<file path="src/rtl/uid_rd_pkg.sv">
package uid_rd_pkg;

  typedef enum logic [1:0] {
    ST_IDLE    = 2'd0,
    ST_LOAD    = 2'd1,
    ST_SHIFT   = 2'd2,
    ST_PRESENT = 2'd3
  } uid_state_e;

endpackage

</file>
<file path="src/rtl/uid_bit_counter.sv">
module uid_bit_counter #(
  parameter int WIDTH = 57
) (
  input  logic clk,
  input  logic rst,
  input  logic arm,
  input  logic step,
  output logic last
);
  localparam int CNT_W = (WIDTH > 1) ? $clog2(WIDTH) : 1;
  localparam logic [CNT_W-1:0] TOP = CNT_W'(WIDTH - 1);

  logic [CNT_W-1:0] count_q;

  always_ff @(posedge clk) begin
    if (rst) begin
      count_q <= '0;
    end else if (arm) begin
      count_q <= TOP;
    end else if (step && (count_q != '0)) begin
      count_q <= count_q - 1'b1;
    end
  end

  assign last = (count_q == '0);


  cnt_range_chk: assert property (@(posedge clk) disable iff (rst)
    count_q <= TOP);


  cnt_arm_chk: assert property (@(posedge clk) disable iff (rst)
    arm |=> (count_q == TOP));

endmodule

</file>
<file path="src/rtl/uid_word_assembler.sv">
module uid_word_assembler #(
  parameter int WIDTH = 57
) (
  input  logic             clk,
  input  logic             rst,
  input  logic             capture,
  input  logic             bit_in,
  output logic [WIDTH-1:0] word_o
);
  logic [WIDTH-1:0] word_q;

  generate
    if (WIDTH > 1) begin : g_wide
      always_ff @(posedge clk) begin
        if (rst) begin
          word_q <= '0;
        end else if (capture) begin
          word_q <= {word_q[WIDTH-2:0], bit_in};
        end
      end
    end else begin : g_single
      always_ff @(posedge clk) begin
        if (rst) begin
          word_q <= '0;
        end else if (capture) begin
          word_q <= bit_in;
        end
      end
    end
  endgenerate

  assign word_o = word_q;


  word_hold_chk: assert property (@(posedge clk) disable iff (rst)
    !capture |=> $stable(word_q));


  word_lsb_chk: assert property (@(posedge clk) disable iff (rst)
    capture |=> (word_q[0] == $past(bit_in)));

endmodule

</file>
<file path="src/rtl/uid_port_sequencer.sv">
module uid_port_sequencer
  import uid_rd_pkg::*;
(
  input  logic clk,
  input  logic rst,
  input  logic ready,
  input  logic last,
  output logic load_o,
  output logic shift_o,
  output logic valid_o,
  output logic arm_o
);
  uid_state_e state_q, state_d;
  logic load_q, shift_q, valid_q;

  always_comb begin
    state_d = state_q;
    unique case (state_q)
      ST_IDLE:    if (ready) state_d = ST_LOAD;
      ST_LOAD:    state_d = ST_SHIFT;
      ST_SHIFT:   if (last) state_d = ST_PRESENT;
      ST_PRESENT: if (ready) state_d = ST_IDLE;
      default:    state_d = ST_IDLE;
    endcase
  end

  always_ff @(posedge clk) begin
    if (rst) begin
      state_q <= ST_IDLE;
      load_q  <= 1'b0;
      shift_q <= 1'b0;
      valid_q <= 1'b0;
    end else begin
      state_q <= state_d;
      load_q  <= (state_d == ST_LOAD);
      shift_q <= (state_d == ST_SHIFT);
      valid_q <= (state_d == ST_PRESENT);
    end
  end

  assign load_o  = load_q;
  assign shift_o = shift_q;
  assign valid_o = valid_q;
  assign arm_o   = (state_q == ST_LOAD);


  load_shift_excl_chk: assert property (@(posedge clk) disable iff (rst)
    !(load_q && shift_q));


  load_single_chk: assert property (@(posedge clk) disable iff (rst)
    load_q |=> (!load_q && shift_q));


  load_needs_ready_chk: assert property (@(posedge clk) disable iff (rst)
    $rose(load_q) |-> $past(ready));


  valid_hold_chk: assert property (@(posedge clk) disable iff (rst)
    (valid_q && !ready) |=> valid_q);


  valid_drop_chk: assert property (@(posedge clk) disable iff (rst)
    (valid_q && ready) |=> !valid_q);


  valid_after_shift_chk: assert property (@(posedge clk) disable iff (rst)
    $rose(valid_q) |-> $past(shift_q));

endmodule

</file>
<file path="src/rtl/uid_serial_reader.sv">
module uid_serial_reader #(
  parameter int ID_WIDTH = 57
) (
  input  logic                clk,
  input  logic                rst,
  output logic                id_load_o,
  output logic                id_shift_o,
  output logic                id_sin_o,
  input  logic                id_sout_i,
  output logic [ID_WIDTH-1:0] word_data_o,
  output logic                word_valid_o,
  input  logic                word_ready_i
);
  localparam int RUN_W = $clog2(ID_WIDTH + 1);
  localparam logic [RUN_W-1:0] RUN_FULL = RUN_W'(ID_WIDTH);

  logic arm;
  logic last;

  uid_port_sequencer u_seq (
    .clk     (clk),
    .rst     (rst),
    .ready   (word_ready_i),
    .last    (last),
    .load_o  (id_load_o),
    .shift_o (id_shift_o),
    .valid_o (word_valid_o),
    .arm_o   (arm)
  );

  uid_bit_counter #(.WIDTH(ID_WIDTH)) u_cnt (
    .clk  (clk),
    .rst  (rst),
    .arm  (arm),
    .step (id_shift_o),
    .last (last)
  );

  uid_word_assembler #(.WIDTH(ID_WIDTH)) u_asm (
    .clk     (clk),
    .rst     (rst),
    .capture (id_shift_o),
    .bit_in  (id_sout_i),
    .word_o  (word_data_o)
  );

  assign id_sin_o = 1'b0;

  // run-length tracker used only by the shift-window assertion
  logic [RUN_W-1:0] shift_run_q;
  always_ff @(posedge clk) begin
    if (rst || id_load_o) begin
      shift_run_q <= '0;
    end else if (id_shift_o && (shift_run_q != RUN_FULL)) begin
      shift_run_q <= shift_run_q + 1'b1;
    end
  end


  shift_len_chk: assert property (@(posedge clk) disable iff (rst)
    $fell(id_shift_o) |-> (shift_run_q == RUN_FULL));


  data_frozen_chk: assert property (@(posedge clk) disable iff (rst)
    (word_valid_o && !word_ready_i) |=> $stable(word_data_o));

endmodule

</file>
<file path="config.mk">
export PLATFORM = sky130hd
export DESIGN_NAME = uid_serial_reader
export DESIGN_NICKNAME = d
export VERILOG_FILES = /design/src/rtl/uid_rd_pkg.sv /design/src/rtl/uid_bit_counter.sv /design/src/rtl/uid_word_assembler.sv /design/src/rtl/uid_port_sequencer.sv /design/src/rtl/uid_serial_reader.sv
export SDC_FILE = /design/constraint.sdc
export NUM_CORES = 1
export LEC_CHECK = 0
export ABC_AREA = 1
export BUFFER_PORTS_ARGS = -buffer_cell sky130_fd_sc_hd__buf_2
export CAP_MARGIN = 20
export CORE_MARGIN = 5
export CORE_UTILIZATION = 55
export DETAILED_ROUTE_END_ITERATION = 10
export PLACE_DENSITY = 0.81
export SYNTH_ARGS = -nofsm -noshare
export SYNTH_HDL_FRONTEND = slang
export SYNTH_SLANG_ARGS = --single-unit
</file>
<file path="constraint.sdc">
create_clock -name clk -period 3.76 [get_ports clk]
set_input_delay 0.752 -clock clk [delete_from_list [all_inputs] [get_ports clk]]
set_output_delay 0.752 -clock clk [all_outputs]
set_load 0.02 [all_outputs]
</file>
==> flow_summary_export.csv, run 1 <==
group,metric,value,unit
floorplanning,die_area,6000,um^2
route,wirelength,5130,um
route,drt-wirelength-per-cell,11.8,um
power,irDropWorstVdd,0.000334,V
worst_setup_path,path_delay_family,"buffers and inverters",
sta,min_period_over_period,0.564,
worst_setup_path,slowest_stage,"buf_4",
sta,final.setup.tns,0,ns
global_routing,grt_usage,0.176,
clock_tree,cts_tree,"yes",
clock_tree,cts_hold_buffers,0,
logic_synthesis,synth.distinct_cells,24,
clock_tree,cts_setup_buffers,0,
logic_synthesis,yosys.area.top_type,"dfxtp_1",
logic_synthesis,yosys-top-cells-count,"nor2_1, dfxtp_1, o21ai_0",
cells_and_area,stdcell_area,2970,um^2
logic_synthesis,synth_edf_count,0,
clock_tree,path_clk_slew,0.07,ns
sta,whs,0.497,ns
clock_tree,cts-buffers-inserted,9,
clock_tree,root_buffer,"clkbuf_8",
floorplanning,core,4380,um^2
worst_setup_path,regToRegSetupSlack,2.05,ns
logic_synthesis,ys.flop_type,"dfxtp_1",
floorplanning,initial_utilization,0.571,
floorplanning,die_height,77.5,um
sta,slew_violations,0,
global_routing,grt_pass1_wl,8710,um
sta,rsz0062_at_grt,"no",
cells_and_area,fin_util,0.677,
worst_setup_path,worstRegToRegCells,4,
logic_synthesis,avgSynthCellArea,7.73,um^2
placement,dp_hpwl,3190,um
route,first_iter_violations,174,
clock_tree,htreeDepth,3,
cells_and_area,diodes,0,
logic_synthesis,synth_most_common_cell,"nor2_1",
cells_and_area,syn2layout_area_growth,18.6,%
worst_setup_path,slowest_delay,0.45,ns
cells_and_area,drive_gt1_frac,0.219,
sta,hold_viol,0,
logic_synthesis,synth_top_area_frac,0.544,
route,vias,2199,
placement,place_congestion,0.750,
floorplanning,io_pins,65,
placement,port_buffers,63,
floorplanning,row_count,24,
global_routing,overflow,0,
global_routing,grt_max_degree,66,
logic_synthesis,synth.top_cells.by_area,"dfxtp_1, nor2_1, o21ai_0",
route,firstDrtPassIters,4,
placement,place_area,2790,um^2
job,cap_violations,0,
route,ant_nets,0,
min_path,hold_depth,2,
sta,setup_viol,0,
worst_setup_path,cp_max_fo,65,
clock_tree,cts_num_sinks,68,
power,power.total,0.00186,W
min_path,hp-class,"reg2reg",
route,viasPerCell,5.06,
worst_setup_path,critical_path.cell_chain,"buf_4, buf_2",
worst_setup_path,cp.arrival,1.37,ns
floorplanning,dieWidth,77.5,um
sta,relSlewSlack,0.398,
clock_tree,clockBufferDepth,2,
logic_synthesis,yosysWarnings,0,
sta,worst_pin_slew,0.902,ns
global_routing,grt_pass1_vias,1995,
power,total_leakage_power,1.58,nW
worst_setup_path,path_depth,2,
logic_synthesis,yosys_register_bits,68,
logic_synthesis,syn_nets,330,
logic_synthesis,syn-cell-area,2500,um^2
sta,min_period,2.12,ns
power,p_per_area,628,nW/um^2
run_status,status,"finished, final reports clean",
global_routing,antenna_found_initial,0,
route,drc,0,
cells_and_area,finalNetCount,385,
sta,skew,0.00731,ns
worst_setup_path,startpoint_type,"flip-flop",
worst_setup_path,required,3.01,ns
logic_synthesis,synth_cells,324,
clock_tree,cts-resized-gates,0,
clock_tree,clock_insertion_delay_worst_skew,0.33,ns
sta,fmax,0.472,GHz
worst_setup_path,critPathKind,"reg2out",
logic_synthesis,synth-seq-area-share,0.544,
worst_setup_path,path_buf_inv,2,
worst_setup_path,critPathCaptureType,"output port",
logic_synthesis,async_reset_ff_frac,0,
power breakdown:
part	leakage [nW]	internal, W	switching, W	total [W]
Combinational	0.933	0.000134	0.000286	0.000420
Sequential	0.557	0.000814	0.0000656	0.000879
Clock	0.0935	0.000321	0.000245	0.000565
Total	1.58	0.00127	0.000596	0.00186
cell families after synthesis:
kind of cell               synth area share
AOI/OAI and AO/OA                     0.130
adders and majority gates           0.00999
buffers and inverters                0.0640
DFF                                   0.544
other                               0.00150
and+or+nand+nor                       0.250
final timing paths:
check,start,to
setup / recovery,u_seq.shift_o,id_shift_o
setup reg to reg,u_seq.shift_o,u_asm.word_o[11]
hold / removal,u_asm.word_o[5],u_asm.word_o[6]
hold reg to reg,u_asm.word_o[5],u_asm.word_o[6]
worst register-to-register path: stages (launching register included):
cell,delay (ns)
dfxtp_2,0.31
buf_4,0.45
inv_2,0.54
nor2_1,0.24
nor2_1,0.07
area by class of cell:
cell class | instances | area [um^2]
multi-input combinational | 222 | 982
tap | 52 | 65.1
clock buffer | 13 | 149
timing repair buffer | 64 | 323
clock inverter | 2 | 35.0
fill | 390 | 1420
sequential | 68 | 1360
inverter | 14 | 52.6
through the flow:
| stage | instances | setup WS (ns) |
|---|---|---|
| after floorplan | 324 | 2.46 |
| after global placement | 420 | 1.93 |
| after detailed placement | 420 | 1.87 |
| after CTS | 435 | 1.62 |
| after global routing | 435 | 1.55 |
| final | 435 | 1.64 |
per-layer routing:
metal  track usage  part of all wire  vias up
met3        0.0579             0.069       10
met2         0.289              0.46       56
met1         0.205              0.45      996
li1              -                 -     1137
met5             0                 0        -
met4        0.0876             0.020        0
cell usage in the layout (no fill, tap or decap):
master,count
and2_1,1
ha_1,2
clkbuf_1,3
a21oi_2,1
o21ai_1,2
buf_2,63
bufinv_16,1
nor3_1,1
nand2_1,15
dfxtp_1,67
clkinv_2,1
o21ai_0,57
inv_2,3
clkbuf_8,10
nand2_4,1
nor2_2,1
conb_1,1
inv_1,11
nor2_1,125
nand3_1,7
nand4_1,2
nand3_4,1
a21oi_1,3
dfxtp_2,1
a21boi_1,1
nor3b_1,1
buf_4,1
sequential cells by signal, summed over array words and instances, names as in the netlist:
signal / count
u_seq.state_q: 2
u_asm.word_o: 57
u_seq.load_o: 1
u_seq.valid_o: 1
u_cnt.count_q: 6
u_seq.shift_o: 1
No activity file was read; power rests on OpenSTA's default activity.
==> run 2, diff against run 1 <==
--- a/config.mk
+++ b/config.mk
@@ -9,9 +9,9 @@
 export BUFFER_PORTS_ARGS = -buffer_cell sky130_fd_sc_hd__buf_2
 export CAP_MARGIN = 20
 export CORE_MARGIN = 5
-export CORE_UTILIZATION = 55
+export CORE_UTILIZATION = 46
 export DETAILED_ROUTE_END_ITERATION = 10
-export PLACE_DENSITY = 0.81
+export PLACE_DENSITY = 0.72
 export SYNTH_ARGS = -nofsm -noshare
 export SYNTH_HDL_FRONTEND = slang
 export SYNTH_SLANG_ARGS = --single-unit
==> constraint.sdc (replaced) <==
create_clock -name clk -period 1.8 [get_ports clk]
set_input_delay 0.36 -clock clk [delete_from_list [all_inputs] [get_ports clk]]
set_output_delay 0.36 -clock clk [all_outputs]
set_load 0.02 [all_outputs]
==> run 2 against run 1 <==
Register-to-register slack got worse by 1.6 ns. Via count decreased by 0.18%. Critical path type is now reg2reg. Final cell count increased by 4.8%. Die area increased by 17%. Clock skew increased by 0.0011 ns. Combinational power increased by 110%. Total power increased by 110%. Sequential share of layout area decreased by 1.0 points. Routed wire length increased by 3.9%.
==> flow_summary_export.csv, run 2 (synthesized netlist as in run 1, its figures left out) <==
group,metric,value,unit
cells_and_area,final_cell_mix,"nor2_1, dfxtp_1, buf_2",
route,vias,2195,
cells_and_area,syn2layout_area_growth,21.3,%
floorplanning,initial_utilization,0.481,
sta,skew,0.00837,ns
cells_and_area,final_common_cell,"nor2_1",
worst_setup_path,slowest_delay,0.33,ns
route,dr_wl_met3,374,um
clock_tree,root_buffer,"clkbuf_8",
worst_setup_path,slowest_stage,"dfxtp_1",
worst_setup_path,critical_path.cell_chain,"inv_1, ha_1, nor3b_1, nand3_1, nand2_1, nand3_1, nand2_1, inv_1",
route,dr_wl_met2,2420,um
global_routing,antenna_found_initial,0,
route,wirelength,5330,um
worst_setup_path,required,2.03,ns
worst_setup_path,path_delay_family,"simple AND/OR/NAND/NOR gates",
sta,min_period_over_period,0.747,
cells_and_area,drive_gt1_frac,0.233,
worst_setup_path,crit_end,"u_cnt.count_q[4]",
floorplanning,core,5200,um^2
clock_tree,cts_num_sinks,68,
cells_and_area,finalNetCount,387,
cells_and_area,largest_reg_flops,57,
job,cap_violations,0,
worst_setup_path,timing.rr.start,"u_cnt.count_q[0]",
route,drc,0,
clock_tree,cts-buffers-inserted,9,
worst_setup_path,worstRegToRegCells,8,
worst_setup_path,regToRegSetupSlack,0.46,ns
route,highest_layer,"met4",
clock_tree,cts-resized-gates,0,
placement,dp_hpwl,3560,um
clock_tree,cts_hold_buffers,0,
cells_and_area,diodes,0,
sta,worst_pin_slew,0.906,ns
floorplanning,dieWidth,83.8,um
clock_tree,clockBufferDepth,2,
worst_setup_path,path_buf_inv,2,
sta,slew_violations,0,
sta,fmax,0.744,GHz
power,irDropWorstVdd,0.000651,V
worst_setup_path,startpoint_type,"flip-flop",
power,total_leakage_power,1.60,nW
route,first_iter_violations,86,
min_path,hp-class,"in2reg",
clock_tree,htreeDepth,3,
route,drt-wirelength-per-cell,11.7,um
cells_and_area,fillers,492,
floorplanning,die_area,7020,um^2
run_status,status,"finished, final reports clean",
global_routing,grt_max_degree,62,
worst_setup_path,path_depth,8,
sta,final.setup.tns,0,ns
sta,min_period,1.34,ns
power,p_per_area,1310,nW/um^2
placement,place_congestion,0.798,
sta,setup_viol,0,
worst_setup_path,cp_max_fo,4,
worst_setup_path,critPathCaptureType,"flip-flop",
floorplanning,die_height,83.8,um
floorplanning,row_count,26,
clock_tree,cts_tree,"yes",
global_routing,grt_pass1_vias,2062,
global_routing,grt_pass1_wl,9180,um
sta,relSlewSlack,0.395,
placement,dp.cells,440,
worst_setup_path,cp.arrival,1.57,ns
worst_setup_path,startpoint,"u_cnt.count_q[0]",
route,firstDrtPassIters,4,
route,viasPerCell,4.81,
sta,hold_viol,0,
route,ant_nets,0,
cells_and_area,final_cells,456,
placement,port_buffers,63,
global_routing,overflow,0,
clock_tree,clock_insertion_delay_worst_skew,0.33,ns
floorplanning,io_pins,65,
global_routing,grt_usage,0.158,
worst_setup_path,critPathKind,"reg2reg",
sta,rsz0062_at_grt,"no",
worst_setup_path,r2r-end,"u_cnt.count_q[4]",
clock_tree,cts_setup_buffers,0,
route,drt-met1-wl,2470,um
clock_tree,path_clk_slew,0.08,ns
[run 2: cell count changes in the layout (fill, tap and decap cells not counted), sizes merged]
cell      previous run  this run
buf                 64        66
clkinv               1         3
clkbuf              13        10
clkinvlp             0         2
[run 2: per-stage QoR]
stage           util  instance area [um^2]  power, W  hold slack, ns  setup slack [ns]
6_report       0.583                  3040   0.00396           0.254             0.456
5_1_grt        0.583                  3040   0.00423           0.251             0.253
4_1_cts        0.583                  3040   0.00401           0.243             0.447
3_5_place_dp   0.545                  2840   0.00277           0.489             0.451
3_3_place_gp   0.545                  2840   0.00274           0.485             0.507
2_1_floorplan      -                  2500   0.00250           0.429             0.597
[run 2: worst reg2reg max path, stage by stage, from the launching register on]
cell and delay [ns]:
dfxtp_1 0.33, inv_1 0.10, ha_1 0.21, nor3b_1 0.26, nand3_1 0.11, nand2_1 0.07
nand3_1 0.06, nand2_1 0.06, inv_1 0.03
[run 2: layer usage]
| layer | up-vias | global-route usage |
|---|---|---|
| met5 | - | 0 |
| met4 | 0 | 0.0746 |
| met3 | 6 | 0.0573 |
| met2 | 49 | 0.262 |
| met1 | 999 | 0.181 |
| li1 | 1141 | - |
[run 2: how the worst min path moves through the flow]
stage	cells past startpoint	startpoint	slack [ns]	endpoint
after floorplan	1	rst	0.43	u_seq.state_q[0]
after global placement	2	u_asm.word_o[20]	0.48	u_asm.word_o[21]
after detailed placement	2	u_cnt.count_q[0]	0.49	u_cnt.count_q[0]
after CTS	3	id_sout_i	0.24	u_asm.word_o[0]
after global routing	3	id_sout_i	0.25	u_asm.word_o[0]
final	3	id_sout_i	0.25	u_asm.word_o[0]
[run 2: report_power, final]
| group | switching (W) | internal [W] |
|---|---|---|
| logic | 0.000597 | 0.000286 |
| registers | 0.000143 | 0.00170 |
| clock network | 0.000565 | 0.000674 |
| total | 0.00130 | 0.00266 |
[run 2: final cells by class]
cell class / instances / area (um^2) / area share
Clock inverter: 6 / 63.8 / 0.0210
Timing Repair Buffer: 66 / 350 / 0.115
Inverter: 14 / 52.6 / 0.0173
Clock buffer: 10 / 138 / 0.0453
Tap cell: 70 / 87.6 / 0.0288
Multi-Input combinational cell: 222 / 982 / 0.323
Sequential cell: 68 / 1360 / 0.449
==> run 3, diff against run 2 <==
--- a/config.mk
+++ b/config.mk
@@ -5,13 +5,13 @@
 export SDC_FILE = /design/constraint.sdc
 export NUM_CORES = 1
 export LEC_CHECK = 0
-export ABC_AREA = 1
+export ABC_AREA = 0
 export BUFFER_PORTS_ARGS = -buffer_cell sky130_fd_sc_hd__buf_2
 export CAP_MARGIN = 20
 export CORE_MARGIN = 5
-export CORE_UTILIZATION = 46
+export CORE_UTILIZATION = 47
 export DETAILED_ROUTE_END_ITERATION = 10
-export PLACE_DENSITY = 0.72
+export PLACE_DENSITY = 0.73
 export SYNTH_ARGS = -nofsm -noshare
 export SYNTH_HDL_FRONTEND = slang
 export SYNTH_SLANG_ARGS = --single-unit
==> constraint.sdc (replaced) <==
create_clock -name clk -period 1.18 [get_ports clk]
set_input_delay 0.236 -clock clk [delete_from_list [all_inputs] [get_ports clk]]
set_output_delay 0.236 -clock clk [all_outputs]
set_load 0.02 [all_outputs]
==> run 3 against run 2 <==
The run now ends with negative setup slack left. Design area rose by 10%. Final cell count fell by 13%. Clock skew fell by 0.00051 ns. Critical path depth fell by 3. Setup slack got worse by 0.79 ns. Highest routed layer unchanged. Global-route usage fell by 0.15 points. Largest cell class unchanged. Critical path type unchanged. Synthesized cell count fell by 25%. Sequential cell count did not move. Register-to-register slack got worse by 0.79 ns. Non-clock buffer count rose by 19. Clock power rose by 28%. Die area fell by 0.93%.
==> flow_summary_export.csv, run 3 <==
group,metric,value,unit
cells_and_area,fin_util,0.648,
logic_synthesis,avgSynthCellArea,10.4,um^2
worst_setup_path,critPathKind,"reg2reg",
floorplanning,dieWidth,83.4,um
clock_tree,cts-buffers-inserted,9,
worst_setup_path,cp.arrival,1.76,ns
power,total_leakage_power,1.47,nW
logic_synthesis,synth_top_area_frac,0.538,
global_routing,overflow,0,
worst_setup_path,critPathCaptureType,"flip-flop",
cells_and_area,syn2layout_area_growth,32.4,%
logic_synthesis,synth_cells,244,
route,firstDrtPassIters,4,
worst_setup_path,cp_max_fo,6,
power,internal-power,0.00351,W
power,p_seq_frac,0.509,
power,share_comb_of_total_power,0.150,
sta,fmax,0.661,GHz
route,drt-wirelength-per-cell,12.9,um
cells_and_area,drive_gt1_frac,0.340,
power,netSwitchingPower,0.00116,W
min_path,hp-class,"in2reg",
sta,min_period,1.51,ns
clock_tree,cts_tree,"yes",
sta,slew_violations,0,
global_routing,grt_pass1_vias,1915,
logic_synthesis,synth_edf_count,0,
sta,final.setup.tns,-2.60,ns
run_status,failed_checks,"negative setup slack",
logic_synthesis,synth.distinct_cells,28,
clock_tree,clockBufferDepth,2,
power,clockPowerShare,0.341,
clock_tree,cts_num_sinks,68,
logic_synthesis,yosys-top-cells-count,"dfxtp_1, mux2i_1, nor2_1",
logic_synthesis,synth-seq-area-share,0.538,
sta,min_period_over_period,1.28,
power,power.total,0.00467,W
route,wirelength,5160,um
placement,port_buffers,63,
floorplanning,io_pins,65,
clock_tree,path_clk_slew,0.07,ns
global_routing,grt_pass1_wl,9000,um
worst_setup_path,required,1.42,ns
logic_synthesis,synth_most_common_cell,"dfxtp_1",
power,irDropWorstVdd,0.000745,V
sta,rsz0062_at_grt,"yes",
global_routing,antenna_found_initial,0,
route,ant_nets,0,
sta,setup_ws,-0.332,ns
logic_synthesis,yosys.area.top_type,"dfxtp_1",
clock_tree,cts_hold_buffers,0,
power,p_per_area,1390,nW/um^2
sta,skew,0.00787,ns
global_routing,grt_usage,0.157,
placement,dp_hpwl,3410,um
cells_and_area,final_common_cell,"dfxtp_1",
cells_and_area,largest_reg_flops,57,
clock_tree,htreeDepth,3,
route,first_iter_violations,45,
logic_synthesis,yosysWarnings,0,
power,swShare,0.248,
cells_and_area,diodes,0,
placement,place_congestion,0.850,
route,drc,0,
floorplanning,core,5170,um^2
sta,hold_viol,0,
floorplanning,die_area,6950,um^2
logic_synthesis,ys.flop_type,"dfxtp_1",
logic_synthesis,syn_nets,250,
logic_synthesis,yosys_register_bits,68,
cells_and_area,fillers,446,
floorplanning,row_count,26,
cells_and_area,finalNetCount,330,
route,vias,1936,
clock_tree,clock_insertion_delay_worst_skew,0.32,ns
global_routing,grt_max_degree,34,
job,cap_violations,0,
logic_synthesis,async_reset_ff_frac,0,
floorplanning,initial_utilization,0.489,
worst_setup_path,startpoint_type,"flip-flop",
run_status,status,"finished, violations left",
route,viasPerCell,4.85,
logic_synthesis,syn-cell-area,2530,um^2
logic_synthesis,synth.top_cells.by_area,"dfxtp_1, mux2i_1, nor2_1",
cells_and_area,final_cell_mix,"dfxtp_1, buf_2, mux2i_1",
clock_tree,root_buffer,"clkbuf_8",
floorplanning,die_height,83.4,um
sta,setup_viol,10,
==> run 3: through the flow <==
| stage | instances | area [um^2] | worst slack, ns | hold WS [ns] |
|---|---|---|---|---|
| floorplan | 244 | 2560 | -0.262 | 0.347 |
| global placement | 378 | 3040 | -0.272 | 0.470 |
| detailed placement | 378 | 3040 | -0.290 | 0.484 |
| CTS | 395 | 3270 | -0.301 | 0.128 |
| global route | 399 | 3350 | -0.388 | 0.134 |
| finish | 399 | 3350 | -0.332 | 0.142 |
==> run 3: final timing paths <==
check                    from          endpoint  slack, ns  cells after the start
max          u_cnt.count_q[0]  u_cnt.count_q[1]      -0.33                      5
min              word_ready_i  u_seq.state_q[1]       0.14                      2
max reg2reg  u_cnt.count_q[0]  u_cnt.count_q[1]      -0.33                      5
min reg2reg  u_asm.word_o[56]  u_asm.word_o[56]       0.50                      2
==> run 3: power by group through the flow <==
stage | sequential [W] | combinational (W) | clock [W]
2_1_floorplan | 0.00244 | 0.000387 | 0
3_3_place_gp | 0.00242 | 0.000564 | 0
3_5_place_dp | 0.00242 | 0.000570 | 0
4_1_cts | 0.00237 | 0.000630 | 0.00165
5_1_grt | 0.00238 | 0.000751 | 0.00176
6_report | 0.00237 | 0.000700 | 0.00159
==> run 3: critical path, stage by stage, from the launching register on <==
cell and delay, ns:
dfxtp_2 0.32, inv_2 0.07, ha_4 0.13, or4b_4 0.52, o211a_1 0.26, a211oi_2 0.12
==> run 3: logic make-up after synthesis <==
| logic type | count (synthesis) | share of synthesized area |
|---|---|---|
| AND/OR/NAND/NOR | 78 | 0.138 |
| adder cells (fa/ha/maj) | 2 | 0.00988 |
| other | 1 | 0.00148 |
| multiplexers | 59 | 0.233 |
| flip-flops | 68 | 0.538 |
| AO/OA/AOI/OAI | 15 | 0.0420 |
| buffers and inverters | 21 | 0.0371 |
==> run 3: cell type report <==
class / instances / area [um^2] / area share
Multi-Input combinational cell: 155 / 1140 / 0.339
Inverter: 5 / 18.8 / 0.00560
Tap cell: 70 / 87.6 / 0.0261
Timing Repair Buffer: 85 / 578 / 0.172
Sequential cell: 68 / 1370 / 0.408
Clock inverter: 2 / 10.0 / 0.00299
Clock buffer: 14 / 153 / 0.0455
==> run 3: layer usage <==
layer  up-vias  global-route usage  wire length (um)
li1        990                   -                 -
met1       894               0.192              2430
met2        48               0.254              2470
met3         4              0.0505               227
met4         0              0.0624                27
met5         -                   0                 0
==> run 3: repair_timing <==
| action | CTS | global route |
|---|---|---|
| endpoints found under the setup margin | 10 | 22 |
| resized for setup | 7 | 15 |
| setup buffers | 0 | 4 |
| cloned | 1 | 0 |
| pin swaps | 3 | 11 |
